File: src/rtl/segx_pkg.sv
package segx_pkg;

  typedef enum logic [1:0] {
    FLT_NONE   = 2'd0,
    FLT_BOUNDS = 2'd1,
    FLT_PERM   = 2'd2
  } fault_e;

  typedef enum logic [1:0] {
    ST_IDLE  = 2'd0,
    ST_ISSUE = 2'd1,
    ST_WAIT  = 2'd2
  } walk_state_e;

endpackage

File: src/rtl/segx_table.sv
module segx_table #(
  parameter int SEG_W  = 4,
  parameter int PAGE_W = 8,
  parameter int MEM_AW = 24
) (
  input  logic              clk,
  input  logic              rst,
  input  logic              wr_en,
  input  logic [SEG_W-1:0]  wr_idx,
  input  logic [MEM_AW-1:0] wr_base,
  input  logic [PAGE_W-1:0] wr_limit,
  input  logic              wr_rd_ok,
  input  logic              wr_wr_ok,
  input  logic [SEG_W-1:0]  rd_idx,
  output logic [MEM_AW-1:0] rd_base,
  output logic [PAGE_W-1:0] rd_limit,
  output logic              rd_rd_ok,
  output logic              rd_wr_ok
);

  localparam int NUM_SEG = 1 << SEG_W;

  logic [MEM_AW-1:0] base_q  [NUM_SEG];
  logic [PAGE_W-1:0] limit_q [NUM_SEG];
  logic [NUM_SEG-1:0] rdok_q;
  logic [NUM_SEG-1:0] wrok_q;

  for (genvar g = 0; g < NUM_SEG; g++) begin : g_entry
    always_ff @(posedge clk) begin
      if (rst) begin
        base_q[g]  <= '0;
        limit_q[g] <= '0;
        rdok_q[g]  <= 1'b0;
        wrok_q[g]  <= 1'b0;
      end else if (wr_en && (wr_idx == SEG_W'(g))) begin
        base_q[g]  <= wr_base;
        limit_q[g] <= wr_limit;
        rdok_q[g]  <= wr_rd_ok;
        wrok_q[g]  <= wr_wr_ok;
      end
    end
  end

  assign rd_base  = base_q[rd_idx];
  assign rd_limit = limit_q[rd_idx];
  assign rd_rd_ok = rdok_q[rd_idx];
  assign rd_wr_ok = wrok_q[rd_idx];

endmodule

File: src/rtl/segx_check.sv
module segx_check
  import segx_pkg::*;
#(
  parameter int PAGE_W    = 8,
  parameter int MEM_AW    = 24,
  parameter int PTE_SHIFT = 2
) (
  input  logic [MEM_AW-1:0] seg_base,
  input  logic [PAGE_W-1:0] seg_limit,
  input  logic              seg_rd_ok,
  input  logic              seg_wr_ok,
  input  logic [PAGE_W-1:0] page,
  input  logic              is_write,
  output fault_e            fault,
  output logic [MEM_AW-1:0] pte_addr
);

  logic over_limit;
  logic denied;

  assign over_limit = page > seg_limit;
  assign denied     = is_write ? !seg_wr_ok : !seg_rd_ok;

  always_comb begin
    if (over_limit)  fault = FLT_BOUNDS;
    else if (denied) fault = FLT_PERM;
    else             fault = FLT_NONE;
  end

  assign pte_addr = seg_base + (MEM_AW'(page) << PTE_SHIFT);

endmodule

File: src/rtl/segx_walker.sv
module segx_walker
  import segx_pkg::*;
#(
  parameter int OFF_W   = 12,
  parameter int FRAME_W = 12,
  parameter int MEM_AW  = 24,
  localparam int PA_W   = FRAME_W + OFF_W
) (
  input  logic               clk,
  input  logic               rst,
  input  logic               req_valid,
  input  logic [OFF_W-1:0]   req_offset,
  input  fault_e             chk_fault,
  input  logic [MEM_AW-1:0]  chk_pte_addr,
  output logic               busy,
  output logic               rsp_valid,
  output logic [PA_W-1:0]    rsp_paddr,
  output logic [1:0]         rsp_fault,
  output logic               mem_req_valid,
  input  logic               mem_req_ready,
  output logic [MEM_AW-1:0]  mem_req_addr,
  input  logic               mem_rsp_valid,
  input  logic [FRAME_W-1:0] mem_rsp_data
);

  walk_state_e       state_q;
  logic [OFF_W-1:0]  off_q;
  logic              mreq_q;
  logic [MEM_AW-1:0] maddr_q;
  logic              rsp_q;
  logic [PA_W-1:0]   paddr_q;
  fault_e            fault_q;

  always_ff @(posedge clk) begin
    if (rst) begin
      state_q <= ST_IDLE;
      off_q   <= '0;
      mreq_q  <= 1'b0;
      maddr_q <= '0;
      rsp_q   <= 1'b0;
      paddr_q <= '0;
      fault_q <= FLT_NONE;
    end else begin
      rsp_q <= 1'b0;
      unique case (state_q)
        ST_IDLE: begin
          if (req_valid) begin
            if (chk_fault != FLT_NONE) begin
              rsp_q   <= 1'b1;
              fault_q <= chk_fault;
              paddr_q <= '0;
            end else begin
              state_q <= ST_ISSUE;
              mreq_q  <= 1'b1;
              maddr_q <= chk_pte_addr;
              off_q   <= req_offset;
            end
          end
        end
        ST_ISSUE: begin
          if (mem_req_ready) begin
            mreq_q  <= 1'b0;
            state_q <= ST_WAIT;
          end
        end
        ST_WAIT: begin
          if (mem_rsp_valid) begin
            rsp_q   <= 1'b1;
            fault_q <= FLT_NONE;
            paddr_q <= {mem_rsp_data, off_q};
            state_q <= ST_IDLE;
          end
        end
        default: state_q <= ST_IDLE;
      endcase
    end
  end

  assign busy          = state_q != ST_IDLE;
  assign rsp_valid     = rsp_q;
  assign rsp_paddr     = paddr_q;
  assign rsp_fault     = fault_q;
  assign mem_req_valid = mreq_q;
  assign mem_req_addr  = maddr_q;

endmodule

File: src/rtl/segpage_xlate.sv
module segpage_xlate
  import segx_pkg::*;
#(
  parameter int SEG_W     = 4,
  parameter int PAGE_W    = 8,
  parameter int OFF_W     = 12,
  parameter int FRAME_W   = 12,
  parameter int MEM_AW    = 24,
  parameter int PTE_BYTES = 4,
  localparam int LA_W      = SEG_W + PAGE_W + OFF_W,
  localparam int PA_W      = FRAME_W + OFF_W,
  localparam int PTE_SHIFT = $clog2(PTE_BYTES)
) (
  input  logic               clk,
  input  logic               rst,
  input  logic               cfg_we,
  input  logic [SEG_W-1:0]   cfg_idx,
  input  logic [MEM_AW-1:0]  cfg_base,
  input  logic [PAGE_W-1:0]  cfg_limit,
  input  logic               cfg_rd_ok,
  input  logic               cfg_wr_ok,
  input  logic               req_valid,
  input  logic               req_write,
  input  logic [LA_W-1:0]    req_addr,
  output logic               busy,
  output logic               rsp_valid,
  output logic [PA_W-1:0]    rsp_paddr,
  output logic [1:0]         rsp_fault,
  output logic               mem_req_valid,
  input  logic               mem_req_ready,
  output logic [MEM_AW-1:0]  mem_req_addr,
  input  logic               mem_rsp_valid,
  input  logic [FRAME_W-1:0] mem_rsp_data
);

  logic [SEG_W-1:0]  la_seg;
  logic [PAGE_W-1:0] la_page;
  logic [OFF_W-1:0]  la_off;
  logic [MEM_AW-1:0] ent_base;
  logic [PAGE_W-1:0] ent_limit;
  logic              ent_rd_ok;
  logic              ent_wr_ok;
  fault_e            chk_fault;
  logic [MEM_AW-1:0] chk_pte_addr;

  assign la_seg  = req_addr[LA_W-1 -: SEG_W];
  assign la_page = req_addr[OFF_W +: PAGE_W];
  assign la_off  = req_addr[OFF_W-1:0];

  segx_table #(
    .SEG_W(SEG_W), .PAGE_W(PAGE_W), .MEM_AW(MEM_AW)
  ) u_table (
    .clk(clk), .rst(rst),
    .wr_en(cfg_we), .wr_idx(cfg_idx), .wr_base(cfg_base),
    .wr_limit(cfg_limit), .wr_rd_ok(cfg_rd_ok), .wr_wr_ok(cfg_wr_ok),
    .rd_idx(la_seg), .rd_base(ent_base), .rd_limit(ent_limit),
    .rd_rd_ok(ent_rd_ok), .rd_wr_ok(ent_wr_ok)
  );

  segx_check #(
    .PAGE_W(PAGE_W), .MEM_AW(MEM_AW), .PTE_SHIFT(PTE_SHIFT)
  ) u_check (
    .seg_base(ent_base), .seg_limit(ent_limit),
    .seg_rd_ok(ent_rd_ok), .seg_wr_ok(ent_wr_ok),
    .page(la_page), .is_write(req_write),
    .fault(chk_fault), .pte_addr(chk_pte_addr)
  );

  segx_walker #(
    .OFF_W(OFF_W), .FRAME_W(FRAME_W), .MEM_AW(MEM_AW)
  ) u_walker (
    .clk(clk), .rst(rst),
    .req_valid(req_valid), .req_offset(la_off),
    .chk_fault(chk_fault), .chk_pte_addr(chk_pte_addr),
    .busy(busy), .rsp_valid(rsp_valid), .rsp_paddr(rsp_paddr),
    .rsp_fault(rsp_fault),
    .mem_req_valid(mem_req_valid), .mem_req_ready(mem_req_ready),
    .mem_req_addr(mem_req_addr), .mem_rsp_valid(mem_rsp_valid),
    .mem_rsp_data(mem_rsp_data)
  );

endmodule

File: config.mk
export PLATFORM = sky130hd
export DESIGN_NAME = segpage_xlate
export DESIGN_NICKNAME = d
export VERILOG_FILES = /design/src/rtl/segx_pkg.sv /design/src/rtl/segx_table.sv /design/src/rtl/segx_check.sv /design/src/rtl/segx_walker.sv /design/src/rtl/segpage_xlate.sv
export SDC_FILE = /design/constraint.sdc
export NUM_CORES = 1
export LEC_CHECK = 0
export BUFFER_PORTS_ARGS = -buffer_cell sky130_fd_sc_hd__buf_2
export CAP_MARGIN = 20
export CORE_MARGIN = 5
export CORE_UTILIZATION = 55
export DETAILED_ROUTE_END_ITERATION = 8
export GPL_TIMING_DRIVEN = 0
export PLACE_DENSITY = 0.78
export SLEW_MARGIN = 10
export SYNTH_ARGS = -nofsm -noshare
export SYNTH_HDL_FRONTEND = slang
export SYNTH_HIERARCHICAL = 1
export SYNTH_SLANG_ARGS = --single-unit
File: constraint.sdc
create_clock -name clk -period 14.2 [get_ports clk]
set_clock_uncertainty 0.2 [all_clocks]
set_input_delay 3.55 -clock clk [delete_from_list [all_inputs] [get_ports clk]]
set_output_delay 3.55 -clock clk [all_outputs]
set_load 0.02 [all_outputs]
==> summary.md <==
| Metric | Value |
|---|---|
| Outcome | finished clean |
| Avg Inst Size Synth | around 14 um^2 |
| Worst-margin pin slew | between 1 and 1.5 ns |
| Class of the tightest hold or removal check | reg -> reg |
| Beginning of the critical path | req_addr[22] |
| Row Count | 82 |
| Sequence of cells on the critical path | buf_2, nor2_1, clkbuf_1, a22oi_1, nand2_1, inv_1, ha_1, a21o_1, a21oi_1, nor2b_1, o32a_1, a211oi_1, o21ai_2, clkbuf_1, o2111ai_1, o211ai_1 |
| Starting density of the core | 55.8% |
| Timing-limited maximum frequency | 123 MHz |
| Sum of negative setup slack | 0 ns |
| Largest fanout on the critical path | 10 |
| CTS tree | built |
| Routability Congestion | around 0.87 |
| Peak VDD IR | 104 uV |
| Arrival time at the worst endpoint | 8.41 ns |
| Count of buffer and inverter cells on the critical path | 4 |
| Total number of vias | between 15,000 and 20,000 |
| Clock period minus worst slack | 8.12 ns |
| H-tree levels | 2 |
| Post-Route Utilization | a little over three fifths |
| Netlist cell types | 54 |
| Post CTS Setup Buffer Count | 0 |
| Pwr per Cell Area | 128 mW/mm^2 |
| Flip-flop and latch count after synthesis | 610 |
| Worst-path clk slew | 0.06 ns |
| Startpoint of the most critical hold path | u_walker/mem_req_addr[15] |
| Layout cells sized above 1 | between 10% and 20% |
| Async SR Flop Fraction | 0% |
| Antenna violations before repair | 1 |
| Maximum number of pins on one net before global-route repair | 26 |
| Core area | 0.0504 mm^2 |
| Layout overhead on the synthesized area | 13.6% |
| Count of final hold-check violations | 0 |
| Sequential fraction of the synthesis area | 61.7% |
| Total of warnings raised by yosys | 6 |
| Post-synthesis instance area | about 0.028 mm^2 |
| Initial DRT Pass Iterations | 6 |
| Reported leakage power | 11.4 nW |
| Die Wd | 236 um |
| Top cell by count, worst path | sky130_fd_sc_hd__clkbuf_1 |
| Drt total wl | 79,300 um |
| Net count of the finished layout | about 2,300 |
| FF-to-FF setup slack | 9.70 ns |
| Unrepaired setup endpoints after global routing | false |
| Cell at the root of the clock tree | sky130_fd_sc_hd__clkbuf_16 |
| Number of max-capacitance violations reported | 0 |
| Filler cell count in the final layout | ~3,600 |
| Congestion Overflow GR | 0 |
| Stage delay of the slowest cell on the critical path | 0.83 ns |
| Share of the cycle needed by the critical path after routing | between 50% and 60% |
| Average vias per placed instance | 6.24 |
| EDFF count, synth | 512 |
| Count of instances resized after the clock tree is built | 0 |
| Final Worst Setup Slack | 6.08 ns |
| Crit path kind | in -> reg |
| Worst slew margin | 27.0% |
| Die footprint | roughly 0.056 mm^2 |
| Clock insertion delay at the later pin of the skew report | 0.64 ns |
| Type of destination of the critical path | flop |
| Number of buffers on the longest clock path | 3 |
| Global-route wire length before repair | 117,000 um |
| PortBufs | 129 |
| Data required time at the worst endpoint | 14.49 ns |
| Detailed-route DRC error count | 0 |
| DR WL/cell | around 27 um |
| Post-cts hold buffer count | 0 |
| Number of slew-limit violations in the final report | 0 |
| Worst r2r src | u_table/limit_q[11][5] |
| Total global-route track usage | 28.0% |
| Kind of start point of the critical path | input pin |
| Commonest register cell after synthesis | sky130_fd_sc_hd__edfxtp_1 |
| Cell count after synthesis | 2,033 |
| Number of global-route vias before repair | 19,000 |
| Number of clock sinks seen by CTS | 610 |
| Crit-path slowest cell | sky130_fd_sc_hd__nor2_1 |
| Cell family contributing the most delay on the critical path | compound AO/OA/AOI/OAI gates |
| Setup violators final | 0 |
| Post-DP HPWL | 53,700 um |
| Count of boundary I/O pins | 134 |
| Die outline height | 236 um |
| Number of nets with antenna violations after routing | 0 |
| Pre-CTS setup slack | 5.69 ns |
| CTS buffer count | 61 |
| Post-Syn Nets | 2,131 |
| Number of design-rule violations left by the first detailed-router iteration | 2,528 |
-- state kept, by name, summed over array words and instances, names as in the netlist --
name and flops:
u_table/base_q 384, u_table/limit_q 128, u_walker/mem_req_addr 24, u_walker/rsp_paddr 24, u_table/rdok_q 16, u_table/wrok_q 16, u_walker/off_q 12, u_walker/rsp_fault 2
u_walker/state_q 2, u_walker/mem_req_valid 1, u_walker/rsp_valid 1
-- cells in the mapped netlist (4+ instances only) --
cell type / n / share of area (%)
sky130_fd_sc_hd__edfxtp_1: 512 / 55
sky130_fd_sc_hd__dfxtp_1: 98 / 7.0
sky130_fd_sc_hd__inv_1: 13 / 0.17
sky130_fd_sc_hd__nand2b_1: 4 / 0.089
sky130_fd_sc_hd__buf_1: 5 / 0.067
sky130_fd_sc_hd__xnor2_1: 13 / 0.41
sky130_fd_sc_hd__mux2i_1: 36 / 1.3
sky130_fd_sc_hd__nand3_1: 34 / 0.61
sky130_fd_sc_hd__o2111ai_1: 24 / 0.75
sky130_fd_sc_hd__nor2_2: 4 / 0.089
sky130_fd_sc_hd__nand4_1: 7 / 0.16
sky130_fd_sc_hd__nor2_1: 20 / 0.27
sky130_fd_sc_hd__a21o_1: 19 / 0.51
sky130_fd_sc_hd__clkbuf_1: 130 / 1.7
sky130_fd_sc_hd__nor2b_1: 9 / 0.20
sky130_fd_sc_hd__a22oi_1: 68 / 1.8
sky130_fd_sc_hd__buf_2: 37 / 0.66
sky130_fd_sc_hd__and3_1: 5 / 0.11
sky130_fd_sc_hd__nand2_1: 165 / 2.2
sky130_fd_sc_hd__nor3_1: 4 / 0.071
sky130_fd_sc_hd__and2_1: 515 / 11
sky130_fd_sc_hd__a21oi_1: 44 / 0.78
sky130_fd_sc_hd__xor2_1: 7 / 0.22
sky130_fd_sc_hd__buf_6: 7 / 0.28
sky130_fd_sc_hd__o211ai_1: 29 / 0.77
sky130_fd_sc_hd__mux4_2: 136 / 11
sky130_fd_sc_hd__o21ai_0: 34 / 0.61
sky130_fd_sc_hd__ha_1: 16 / 0.71
-- through the flow --
step	hold WS (ns)	instances	power (mW)	instance area [um^2]
after floorplan	0.235	2033	2.36	28100
after global placement	0.242	2834	2.49	29600
after detailed placement	0.249	2850	2.53	30000
after CTS	0.258	2963	4.08	31900
after global routing	0.279	2963	4.19	31900
final	0.258	2965	4.07	31900
-- worst min-delay path: cells and delay by family, from the launching register on --
family / cells / cell delay (ns)
DFF: 1 / 0.31
and+or+nand+nor: 1 / 0.05
muxes: 1 / 0.05
-- final timing paths --
check / end / cells after the start
max: u_walker/rsp_paddr[8] / 16
min: u_walker/mem_req_addr[15] / 2
max reg2reg: u_walker/rsp_paddr[8] / 14
min reg2reg: u_walker/mem_req_addr[15] / 2
-- cell families after synthesis --
| logic type | share of synthesized area (%) |
|---|---|
| flops | 61.7 |
| buf+inv | 3.22 |
| simple gates | 15.8 |
| xor+xnor | 0.624 |
| compound gates | 5.67 |
| mux | 12.2 |
| fa+ha+maj | 0.784 |
-- layout make-up --
type / count / area (um^2) / share of cell area (%)
Antenna cell: 2 / 5.00 / 0.0157
Buffer: 185 / 853 / 2.67
Clock buffer: 70 / 1560 / 4.89
Clock inverter: 43 / 365 / 1.15
Inverter: 14 / 52.6 / 0.165
Multi-Input combinational cell: 1224 / 9870 / 30.9
Sequential cell: 610 / 17300 / 54.3
Tap cell: 672 / 841 / 2.64
Timing Repair Buffer: 145 / 1020 / 3.19
-- power by group --
group | switching (mW) | internal (mW) | total [mW]
logic | 0.262 | 0.163 | 0.425
registers | 0.0323 | 2.04 | 2.07
clock network | 0.679 | 0.892 | 1.57
total | 0.973 | 3.10 | 4.07
-- per-layer routing --
layer	global-route usage [%]	part of all wire (%)
met3	7.22	12
met4	11.4	4.5
met1	35.3	35
met2	46.7	48
met5	0	0.0088
-- layout by cell type (no fill, tap or decap), types with 9 or more instances in the layout --
cell type,count
sky130_fd_sc_hd__mux2i_1,36
sky130_fd_sc_hd__nand3_1,34
sky130_fd_sc_hd__clkinv_2,12
sky130_fd_sc_hd__nand2_1,165
sky130_fd_sc_hd__o211ai_1,29
sky130_fd_sc_hd__a21o_2,16
sky130_fd_sc_hd__a22oi_1,68
sky130_fd_sc_hd__nor2_1,20
sky130_fd_sc_hd__clkbuf_16,61
sky130_fd_sc_hd__buf_2,166
sky130_fd_sc_hd__o2111ai_1,24
sky130_fd_sc_hd__clkbuf_1,139
sky130_fd_sc_hd__ha_1,16
sky130_fd_sc_hd__mux4_2,136
sky130_fd_sc_hd__clkinv_1,15
sky130_fd_sc_hd__nor2b_1,9
sky130_fd_sc_hd__a21oi_1,44
sky130_fd_sc_hd__dfxtp_1,98
sky130_fd_sc_hd__o21ai_0,34
sky130_fd_sc_hd__and2_1,515
sky130_fd_sc_hd__inv_1,13
sky130_fd_sc_hd__xnor2_1,13
sky130_fd_sc_hd__edfxtp_1,512
sky130_fd_sc_hd__buf_12,12
(Power assumes the default switching activity.)
